**config.mk**
```make
export PLATFORM = sky130hd
export DESIGN_NAME = rsp_parser
export DESIGN_NICKNAME = d
export VERILOG_FILES = /design/src/rtl/rsp_parse_pkg.sv /design/src/rtl/rsp_cksum_acc.sv /design/src/rtl/rsp_parse_ctrl.sv /design/src/rtl/rsp_parse_dp.sv /design/src/rtl/rsp_parser.sv
export SDC_FILE = /design/constraint.sdc
export NUM_CORES = 1
export LEC_CHECK = 0
export ABC_AREA = 1
export BUFFER_PORTS_ARGS = -buffer_cell sky130_fd_sc_hd__buf_2
export CORE_ASPECT_RATIO = 1.1
export CORE_MARGIN = 8
export CORE_UTILIZATION = 60
export DETAILED_ROUTE_END_ITERATION = 8
export PLACE_DENSITY = 0.82
export SLEW_MARGIN = 5
export SYNTH_ARGS = -nofsm -noshare
export SYNTH_HDL_FRONTEND = slang
export SYNTH_SLANG_ARGS = --single-unit
```
**constraint.sdc**
```tcl
create_clock -name clk -period 5.9 [get_ports clk]
set_input_delay 1.18 -clock clk [delete_from_list [all_inputs] [get_ports clk]]
set_output_delay 1.18 -clock clk [all_outputs]
set_load 0.02 [all_outputs]
```
**src/rtl/rsp_parse_pkg.sv**
```systemverilog
package rsp_parse_pkg;
  localparam logic [7:0] FLAG_DATA = 8'h01;
  localparam logic [7:0] FLAG_CMD  = 8'h02;
  localparam logic [7:0] FLAG_INIT = 8'h04;
  localparam logic [7:0] OP_END    = 8'h40;

  typedef enum logic [2:0] {S_IDLE, S_FLAG, S_CNT, S_BODY, S_CKLO, S_CKHI} state_t;
  typedef enum logic [1:0] {ST_OK = 2'd0, ST_SOFT = 2'd1, ST_HARD = 2'd2, ST_FAIL = 2'd3} status_t;
  typedef enum logic [1:0] {PK_DATA, PK_END, PK_OTHER} kind_t;

  typedef struct packed {
    logic startXfer;
    logic capFlag;
    logic capCnt;
    logic bodyByte;
    logic ckLo;
    logic ckHi;
    logic initFail;
    logic brk;
  } strobe_t;
endpackage

```
**src/rtl/rsp_cksum_acc.sv**
```systemverilog
module rsp_cksum_acc #(
  parameter int BYTE_W = 8
) (
  input  logic                clk,
  input  logic                rstN,
  input  logic                addEn,
  input  logic                restart,
  input  logic                hiLane,
  input  logic [BYTE_W-1:0]   byteIn,
  output logic [2*BYTE_W-1:0] sum
);
  localparam int SUM_W = 2 * BYTE_W;

  logic [SUM_W-1:0] base, addend, folded;
  logic [SUM_W:0]   wide;

  always_comb begin
    base   = restart ? '0 : sum;
    addend = hiLane ? {byteIn, {BYTE_W{1'b0}}} : {{BYTE_W{1'b0}}, byteIn};
    wide   = {1'b0, base} + {1'b0, addend};
    folded = wide[SUM_W-1:0] + SUM_W'(wide[SUM_W]);
  end

  always_ff @(posedge clk) begin
    if (!rstN)      sum <= '0;
    else if (addEn) sum <= folded;
  end
endmodule

```
**src/rtl/rsp_parse_ctrl.sv**
```systemverilog
module rsp_parse_ctrl
  import rsp_parse_pkg::*;
(
  input  logic      clk,
  input  logic      rstN,
  input  logic      start,
  input  logic      rxValid,
  input  logic      isBreak,
  input  logic [7:0] rxByte,
  input  logic      bodyLast,
  input  kind_t     kind,
  output strobe_t   st,
  output logic      busy
);
  state_t state, nxt;

  always_comb begin
    st  = '0;
    nxt = state;
    if (state == S_IDLE) begin
      if (start) begin
        st.startXfer = 1'b1;
        nxt = S_FLAG;
      end
    end else if (rxValid) begin
      if (isBreak) begin
        st.brk = 1'b1;
        nxt = S_IDLE;
      end else begin
        unique case (state)
          S_FLAG: begin
            if (rxByte == FLAG_INIT) begin
              st.initFail = 1'b1;
              nxt = S_IDLE;
            end else begin
              st.capFlag = 1'b1;
              nxt = S_CNT;
            end
          end
          S_CNT: begin
            st.capCnt = 1'b1;
            nxt = (rxByte == 8'd0) ? S_CKLO : S_BODY;
          end
          S_BODY: begin
            st.bodyByte = 1'b1;
            if (bodyLast) nxt = S_CKLO;
          end
          S_CKLO: begin
            st.ckLo = 1'b1;
            nxt = S_CKHI;
          end
          S_CKHI: begin
            st.ckHi = 1'b1;
            nxt = (kind == PK_DATA) ? S_FLAG : S_IDLE;
          end
          default: nxt = S_IDLE;
        endcase
      end
    end
  end

  always_ff @(posedge clk) begin
    if (!rstN) state <= S_IDLE;
    else       state <= nxt;
  end

  assign busy = (state != S_IDLE);

  p_break_idle_r9: assert property (@(posedge clk) disable iff (!rstN)
    (rxValid && isBreak && state != S_IDLE) |=> state == S_IDLE);
  p_strobe_onehot_r2: assert property (@(posedge clk) disable iff (!rstN)
    $onehot0(st));
  p_start_ignored_r11: assert property (@(posedge clk) disable iff (!rstN)
    (state != S_IDLE) |-> !st.startXfer);
  p_data_rehdr_r3: assert property (@(posedge clk) disable iff (!rstN)
    (st.ckHi && kind == PK_DATA) |=> state == S_FLAG);
endmodule

```
**src/rtl/rsp_parse_dp.sv**
```systemverilog
module rsp_parse_dp
  import rsp_parse_pkg::*;
#(
  parameter int LEN_W  = 16,
  parameter int ADDR_W = 16,
  parameter int ERR_W  = 8
) (
  input  logic              clk,
  input  logic              rstN,
  input  strobe_t           st,
  input  logic              rxValid,
  input  logic [7:0]        rxByte,
  input  logic              rxOverrun,
  input  logic [LEN_W-1:0]  reqCount,
  output logic              bodyLast,
  output kind_t             kind,
  output logic              dataValid,
  output logic [7:0]        dataByte,
  output logic [ADDR_W-1:0] dataAddr,
  output logic              doneValid,
  output status_t           doneStatus,
  output logic [LEN_W-1:0]  residual,
  output logic              reinitReq,
  output logic              overrunSeen,
  output logic [ERR_W-1:0]  softCnt,
  output logic [ERR_W-1:0]  hardCnt,
  output logic [ERR_W-1:0]  cksumCnt
);
  logic [7:0]        pktFlag, pktCnt, bodyIdx, opReg, modReg, ckLoReg;
  logic [ADDR_W-1:0] xferAddr;
  logic [LEN_W-1:0]  remaining, remNext;
  logic [15:0]       accSum;
  logic              accAdd, accHi;

  assign accAdd = st.capFlag | st.capCnt | st.bodyByte;
  assign accHi  = st.capCnt | (st.bodyByte & bodyIdx[0]);

  rsp_cksum_acc #(.BYTE_W(8)) u_acc (
    .clk    (clk),
    .rstN   (rstN),
    .addEn  (accAdd),
    .restart(st.capFlag),
    .hiLane (accHi),
    .byteIn (rxByte),
    .sum    (accSum)
  );

  assign bodyLast = (bodyIdx == pktCnt - 8'd1);

  always_comb begin
    if (pktFlag == FLAG_DATA)                        kind = PK_DATA;
    else if (pktFlag == FLAG_CMD && opReg == OP_END) kind = PK_END;
    else                                             kind = PK_OTHER;
    remNext = (remaining > LEN_W'(pktCnt)) ? remaining - LEN_W'(pktCnt) : '0;
  end

  always_ff @(posedge clk) begin
    if (!rstN) begin
      pktFlag <= '0; pktCnt <= '0; bodyIdx <= '0; opReg <= '0; modReg <= '0;
      ckLoReg <= '0; xferAddr <= '0; remaining <= '0;
      dataValid <= 1'b0; dataByte <= '0; dataAddr <= '0;
      doneValid <= 1'b0; doneStatus <= ST_OK; residual <= '0;
      reinitReq <= 1'b0; overrunSeen <= 1'b0;
      softCnt <= '0; hardCnt <= '0; cksumCnt <= '0;
    end else begin
      dataValid   <= 1'b0;
      doneValid   <= 1'b0;
      reinitReq   <= 1'b0;
      overrunSeen <= rxValid & rxOverrun;
      if (st.startXfer) begin
        xferAddr  <= '0;
        remaining <= reqCount;
      end
      if (st.capFlag) begin
        pktFlag <= rxByte;
        opReg   <= '0;
        modReg  <= '0;
        bodyIdx <= '0;
      end
      if (st.capCnt) pktCnt <= rxByte;
      if (st.bodyByte) begin
        bodyIdx <= bodyIdx + 8'd1;
        if (bodyIdx == 8'd0) opReg  <= rxByte;
        if (bodyIdx == 8'd1) modReg <= rxByte;
        if (pktFlag == FLAG_DATA) begin
          dataValid <= 1'b1;
          dataByte  <= rxByte;
          dataAddr  <= xferAddr + ADDR_W'(bodyIdx);
        end
      end
      if (st.ckLo) ckLoReg <= rxByte;
      if (st.ckHi) begin
        if ({rxByte, ckLoReg} != accSum) cksumCnt <= cksumCnt + 1'b1;
        unique case (kind)
          PK_DATA: begin
            xferAddr  <= xferAddr + ADDR_W'(pktCnt);
            remaining <= remNext;
          end
          PK_END: begin
            doneValid <= 1'b1;
            residual  <= remaining;
            if (modReg == 8'd0) doneStatus <= ST_OK;
            else if (modReg == 8'd1) begin
              doneStatus <= ST_SOFT;
              softCnt    <= softCnt + 1'b1;
            end else begin
              doneStatus <= ST_HARD;
              hardCnt    <= hardCnt + 1'b1;
            end
          end
          default: begin
            doneValid  <= 1'b1;
            doneStatus <= ST_FAIL;
            residual   <= remaining;
            reinitReq  <= 1'b1;
          end
        endcase
      end
      if (st.initFail) begin
        doneValid  <= 1'b1;
        doneStatus <= ST_FAIL;
        residual   <= remaining;
        reinitReq  <= 1'b1;
      end
      if (st.brk) reinitReq <= 1'b1;
    end
  end

  p_ck_step_r6: assert property (@(posedge clk) disable iff (!rstN)
    1'b1 |=> (cksumCnt == $past(cksumCnt) || cksumCnt == $past(cksumCnt) + 1'b1));
  p_rem_mono_r5: assert property (@(posedge clk) disable iff (!rstN)
    !st.startXfer |=> remaining <= $past(remaining));
  p_hard_count_r4: assert property (@(posedge clk) disable iff (!rstN)
    (doneValid && doneStatus == ST_HARD) |-> hardCnt == $past(hardCnt) + 1'b1);
  p_beat_not_done_r2: assert property (@(posedge clk) disable iff (!rstN)
    !(dataValid && doneValid));
endmodule

```
**src/rtl/rsp_parser.sv**
```systemverilog
module rsp_parser
  import rsp_parse_pkg::*;
#(
  parameter int LEN_W  = 16,
  parameter int ADDR_W = 16,
  parameter int ERR_W  = 8
) (
  input  logic              clk,
  input  logic              rstN,
  input  logic              start,
  input  logic [LEN_W-1:0]  reqCount,
  input  logic              rxValid,
  input  logic [7:0]        rxByte,
  input  logic              rxFrameErr,
  input  logic              rxOverrun,
  output logic              busy,
  output logic              dataValid,
  output logic [7:0]        dataByte,
  output logic [ADDR_W-1:0] dataAddr,
  output logic              doneValid,
  output logic [1:0]        doneStatus,
  output logic [LEN_W-1:0]  residual,
  output logic              reinitReq,
  output logic              overrunSeen,
  output logic [ERR_W-1:0]  softErrCnt,
  output logic [ERR_W-1:0]  hardErrCnt,
  output logic [ERR_W-1:0]  cksumErrCnt
);
  strobe_t st;
  kind_t   kind;
  status_t statusQ;
  logic    bodyLast;
  logic    isBreak;

  assign isBreak = rxFrameErr & ~rxOverrun;

  rsp_parse_ctrl u_ctrl (
    .clk     (clk),
    .rstN    (rstN),
    .start   (start),
    .rxValid (rxValid),
    .isBreak (isBreak),
    .rxByte  (rxByte),
    .bodyLast(bodyLast),
    .kind    (kind),
    .st      (st),
    .busy    (busy)
  );

  rsp_parse_dp #(.LEN_W(LEN_W), .ADDR_W(ADDR_W), .ERR_W(ERR_W)) u_dp (
    .clk        (clk),
    .rstN       (rstN),
    .st         (st),
    .rxValid    (rxValid),
    .rxByte     (rxByte),
    .rxOverrun  (rxOverrun),
    .reqCount   (reqCount),
    .bodyLast   (bodyLast),
    .kind       (kind),
    .dataValid  (dataValid),
    .dataByte   (dataByte),
    .dataAddr   (dataAddr),
    .doneValid  (doneValid),
    .doneStatus (statusQ),
    .residual   (residual),
    .reinitReq  (reinitReq),
    .overrunSeen(overrunSeen),
    .softCnt    (softErrCnt),
    .hardCnt    (hardErrCnt),
    .cksumCnt   (cksumErrCnt)
  );

  assign doneStatus = statusQ;

  p_ovr_flag_r10: assert property (@(posedge clk) disable iff (!rstN)
    (rxValid && rxOverrun) |=> overrunSeen);
  p_idle_quiet_r1: assert property (@(posedge clk) disable iff (!rstN)
    (!busy && !start) |=> !dataValid && !doneValid);
endmodule

```
* After elaboration in Yosys (flattened, before gate mapping) *
Cells that the tools add are included.

operators by class
  add/sub/neg operators = 10
  equal/unequal tests = 17
  bitwise logic cells = 9
  reductions and logical operators = 18
  mux-type cells = 58
  magnitude comparators = 1

operators by type and width
  kind                                               count
  two-way mux 16 bit                                 12
  two-way mux 8 bit                                  8
  adder 16 x 8 -> 16 bit                             2
  adder 8 x 1 -> 8 bit (second input constant)       4
  == test 8 x 1 -> 1 bit (second input constant)     3
  zero test 8 bit                                    3
  two-way mux 1 bit                                  20
  two-way mux 3 bit                                  6
  adder 16 x 16 -> 17 bit                            1
  adder 16 x 1 -> 16 bit                             1
  greater-than comparator 16 x 8 -> 1 bit            1
  inequality test 16 bit                             1
  subtractor 16 x 8 -> 16 bit                        1
  case mux 3 bit (5 select lines)                    1
  two-way mux 2 bit                                  7
  two-way mux 7 bit                                  2
  == test 8 x 2 -> 1 bit (second input constant)     1
  == test 8 x 3 -> 1 bit (second input constant)     1
  == test 8 x 7 -> 1 bit (second input constant)     1
  == test 8 bit                                      1
  AND reduction 2 bit                                4
  AND reduction 4 bit                                2
  subtractor 8 x 1 -> 8 bit (second input constant)  1
  == test 3 x 2 -> 1 bit (second input constant)     2
  other kinds (17)                                   27

storage, ports and cells
  word-level logic and storage cells = 134
  input bits = 30
  register bits after elaboration = 169

* Depth between registers and ports, before layout *
  word-level depth = 11
  depth in mapped cells = 34
  depth with buffers taken out = 33

* Hierarchy *
A second synthesis with hierarchy kept.

second synthesis, totals
  cell total of the unflattened synthesis = 1,663
  area, all modules = 11,015.6 µm²

modules (own cells, without submodules)
  module          cells each  seq. area each (µm²)  times used  area each (µm²)
  rsp_parse_dp    1,180       3,002.9               1           8,395.6
  rsp_cksum_acc   404         320.3                 1           2,192.1
  rsp_parse_ctrl  77          60.1                  1           417.9
  rsp_parser      2           0.0                   1           10.0

* Worst setup path after synthesis *
No wires, ideal clock.

  path kind = input port to flip-flop
  start = in rxOverrun
  end = reg u_dp.u_acc.sum[12]
  stages = 34
  required time = 5.830 ns
  setup slack = 1.008 ns
  library setup time = 0.070 ns
  arrival time = 4.822 ns
  path buffers = 1
  path through = inv_2 > nand2_2 > inv_2 > nor2_2 > inv_2 > nor2_2 > buf_4 > a21oi_2 > inv_2 > nor2_1 > ha_1 > inv_1 > fa_1 > inv_1 > nand2_1 > nand2_1 > nand3_1 > nand2_1 > nand2_1 > nand2_1 > a21oi_1 > o21bai_1 > ha_1 > ha_1 > inv_1 > nor2_2 > nand3_1 > nor2_2 > nand3_2 > nor2_4 > nand2_1 > nand2_1 > nand2_1 > a21oi_1

on the way
  longest elaborated chain between the ends = 10

ends and longest elaborated chain
  item                     line                  RTL
  start: declaration       rsp_parser.sv:15      input logic rxOverrun,
  inverter 1 bit (*)       rsp_parser.sv:35      assign isBreak = rxFrameErr & ~rxOverrun;
  bitwise AND 1 bit (*)    rsp_parser.sv:35
  two-way mux 6 bit (*)    rsp_parse_ctrl.sv:26  if (isBreak) begin
  two-way mux 7 bit (*)    rsp_parse_ctrl.sv:25  end else if (rxValid) begin
  two-way mux 7 bit (*)    rsp_parse_ctrl.sv:20  if (state == S_IDLE) begin
  bitwise AND 1 bit        rsp_parse_dp.sv:36    assign accHi = st.capCnt | (st.bodyByte & bodyIdx[0]);
  bitwise OR 1 bit         rsp_parse_dp.sv:36
  two-way mux 16 bit       rsp_cksum_acc.sv:19   addend = hiLane ? {byteIn, {BYTE_W{1'b0}}} : {{BYTE_W{1'b0}}, byteIn};
  adder 16 x 16 -> 17 bit  rsp_cksum_acc.sv:20   wide = {1'b0, base} + {1'b0, addend};
  adder 16 x 1 -> 16 bit   rsp_cksum_acc.sv:21   folded = wide[SUM_W-1:0] + SUM_W'(wide[SUM_W]);
  end signal: assignment   rsp_cksum_acc.sv:26   else if (addEn) sum <= folded;
  end: declaration         rsp_cksum_acc.sv:10   output logic [2*BYTE_W-1:0] sum

Every way passes the cells marked *; elsewhere a longest branch is shown, timed or not.
A chain may end at the register's enable or synchronous reset.

* Worst setup path after layout *
  start = in rxByte[0]
  end = reg u_dp.u_acc.sum[12]

on the way
  longest elaborated chain between the ends = 9

ends and longest elaborated chain
  item                     line                  RTL
  start: declaration       rsp_parser.sv:13      input logic [7:0] rxByte,
  == test 8 x 3 -> 1 bit   rsp_parse_ctrl.sv:32  if (rxByte == FLAG_INIT) begin
  two-way mux 1 bit        rsp_parse_ctrl.sv:32
  two-way mux 1 bit        rsp_parse_ctrl.sv:30  unique case (state)
  two-way mux 6 bit        rsp_parse_ctrl.sv:26
  two-way mux 7 bit        rsp_parse_ctrl.sv:25
  two-way mux 7 bit        rsp_parse_ctrl.sv:20
  two-way mux 16 bit       rsp_cksum_acc.sv:18   base = restart ? '0 : sum;
  adder 16 x 16 -> 17 bit  rsp_cksum_acc.sv:20
  adder 16 x 1 -> 16 bit   rsp_cksum_acc.sv:21

Several ways; a longest one is shown, not always the timed one.

==> metrics.yaml <==
timing:
  fin_crit_ns: 5.027
  finClkSkew_ns: 0.005562
  finalSetupTns_ns: 0
  hold_ws_ns: 0.4625
  fmax_mhz: 198.9
  setup_ws_ns: 0.8725
  rsz0062_at_grt: "no"
  drv_slew: 0
  fin_crit_sh: 0.8521
  tightestPinTransition_ns: 1.119
  setup_violations: 0
  maxSlewHeadroom: 0.2530
  hold_violations: 0
worst_setup_path:
  endpoint_kind: "register"
  crit_type: "in -> reg"
  endpoint: "u_dp.u_acc.sum[12]"
  startpoint: "rxByte[0]"
  crit_top_cell: "nand2_1"
  r2r_cells: 32
  start_kind: "input pin"
  crit_path_top_delay_cell: "or3_4"
  worst_path_largest_cell_delay_ns: 0.43
  r2r_slack_ns: 1.66
  timing.rr.start: "u_ctrl.state[2]"
  arrival_ns: 5.40
  reg2reg_to: "u_dp.u_acc.sum[12]"
  crit_fanout: 28
  cp.required_ns: 6.27
drt:
  via_per_inst: 5.408
  drt_pass1_iterations: 5
  ant_nets: 0
  drc_errors: 0
  num_vias: 10160
  wl_per_cell_um: 14.69
  routed_wl_mm: 27.60
  drtIter0Drc: 679
floorplanning:
  start_util: 0.6113
  die_area_mm2: 0.02181
  die_height_um: 154.1
  ioPinCount: 101
  core_mm2: 0.01702
  die_w_um: 141.5
  rows: 50
outcome:
  status: "completed"
cts:
  cts_buffer_depth: 2
  cts.sinks: 169
  cts_root_buf: "clkbuf_16"
  post_cts_resize_count: 0
  clock_latency_ns: 0.44
  htreeDepth: 4
  cts_buffers: 17
  cts_tree: "yes"
  clk_pin_slew_ns: 0.06
  hold_buffers: 0
  post_cts_buffers: 0
global_route:
  grt_pass1_wl_mm: 45.87
  gr-total-overflow: 0
  antenna_found_initial: 0
  grt_max_degree: 71
  grt.total_usage: 0.2561
  grt_pass1_vias: 9616
finish:
  finalCoreUtilization: 0.6807
  diodes: 0
  layout.nets: 1717
  nFillCells: 1466
  layout-drive-gt1-share: 0.1301
  area_growth_syn_to_layout_pct: 11.37
  final_cells: 1879
power:
  power_density_mw_per_mm2: 336.9
  peakVddDrop_uv: 260.1
  p_leak_nw: 5.561
synthesis:
  synth_edf_count: 0
  synth_commonest_cells: "nand2_1, inv_1, dfxtp_1"
  postSynthAreaPerCell_um2: 6.698
  syn_area_mm2: 0.01040
  synth_top_area_cell: "dfxtp_1"
  synth_seq_area_share: 0.3253
  async_flop_share: 0
  synth_nets: 1636
  ys_warn_count: 0
  yosys_most_used_dff: "dfxtp_1"
  synth_most_common_cell: "nand2_1"
  syn_inst: 1553
  synth.distinct_cells: 52
  synth_top_cell_area_share: 0.3253
  ys_seq_elements: 169
  synth.area.top_cells: "dfxtp_1, nand2_1, a21oi_1, inv_1, o21ai_0"
place:
  place_ws_ns: 0.4855
  dp_cells: 1849
  port_buffers: 100
  place.gp.congestion: 0.9337
  dp_hpwl_mm: 20.59
min_path:
  min_path_type: "reg -> reg"
flow_run:
  max_cap_violations: 0
metrics by stage:
stage | cell area, µm² | power [mW]
2_1_floorplan | 10400 | 2.498
3_3_place_gp | 11020 | 2.779
6_report | 11580 | 3.902
3_5_place_dp | 11020 | 2.809
4_1_cts | 11580 | 3.891
5_1_grt | 11580 | 4.159
kinds of logic (layout without fill, tap and decap cells):
kind of cell / Yosys count / count (layout) / synth area share
buffers and inverters: 256 / 348 / 0.09780
adders and majority gates: 53 / 53 / 0.06664
AOI/OAI and AO/OA: 326 / 326 / 0.1660
xor gates and xnor gates: 54 / 54 / 0.04547
and+or+nand+nor: 695 / 695 / 0.2988
DFF: 169 / 169 / 0.3253
final cells by class:
type	instances	area, µm²	area share
clock inverters	8	96.34	0.008317
multi-input cells	1128	6001	0.5180
well taps	234	292.8	0.02528
repair buffers	106	545.5	0.04709
flip-flops and latches	169	3383	0.2921
clock buffers	22	464.2	0.04007
inverters	212	800.8	0.06913
sequential cells by signal (all words and copies together), names as in the netlist, 2 cells and up:
signal           cells
u_dp.doneStatus      2
u_dp.xferAddr       16
u_dp.remaining      16
u_dp.u_acc.sum      16
u_dp.modReg          8
u_dp.residual       16
u_dp.softCnt         8
u_dp.hardCnt         8
u_dp.opReg           8
u_ctrl.state         3
u_dp.pktFlag         8
u_dp.bodyIdx         8
u_dp.dataAddr       16
u_dp.ckLoReg         8
u_dp.pktCnt          8
u_dp.cksumCnt        8
u_dp.dataByte        8
placed cells by master, fill, tap and decap left out, types with 5 or more instances in the layout:
cell	synthesis	layout
a21oi_1	148	148
a21oi_2	7	7
a31oi_1	5	5
buf_2	16	100
buf_4	4	6
clkbuf_16	0	17
dfxtp_1	169	169
ha_1	49	49
inv_1	184	184
inv_2	26	26
nand2_1	342	342
nand3_1	80	80
nand3_2	8	8
nand4_1	20	20
nor2_1	165	165
nor2_2	13	13
nor2_4	5	5
nor3_1	26	26
nor4_1	5	5
o211ai_1	5	5
o21ai_0	132	132
o21ai_1	13	13
xnor2_1	18	18
xor2_1	36	36
power by group:
| part | leakage [nW] | internal (mW) | total (mW) | switching (mW) |
|---|---|---|---|---|
| Combinational | 3.92 | 0.482 | 1.46 | 0.975 |
| Sequential | 1.37 | 1.25 | 1.36 | 0.108 |
| Clock | 0.276 | 0.638 | 1.08 | 0.443 |
| Total | 5.56 | 2.38 | 3.90 | 1.53 |
critical path: cells and delay by family:
family                   cells  cell delay (ns)
buffers and inverters        6             0.62
AND/OR/NAND/NOR             18             2.31
adder cells (fa/ha/maj)      4             0.96
AO/OA/AOI/OAI                3             0.33
worst min path at each step:
stage                     cells after the start        endpoint            from  slack (ns)
after floorplan                               2   u_dp.opReg[0]   u_dp.opReg[0]        0.44
after global placement                        2   u_dp.opReg[4]   u_dp.opReg[4]        0.45
after detailed placement                      2   u_dp.opReg[5]   u_dp.opReg[5]        0.46
after CTS                                     2  u_dp.modReg[3]  u_dp.modReg[3]        0.47
after global routing                          2   u_dp.opReg[2]   u_dp.opReg[2]        0.48
final                                         2  u_dp.modReg[5]  u_dp.modReg[5]        0.46
routing by layer:
metal | up-vias | routed length [µm] | GRT usage
met1 | 4559 | 12080 | 0.3018
met4 | 0 | 704 | 0.1060
met5 | - | 0 | 0
li1 | 5199 | - | -
met3 | 67 | 1664 | 0.05574
met2 | 337 | 13150 | 0.4404
Note: power is estimated with default switching activity, not from simulation.
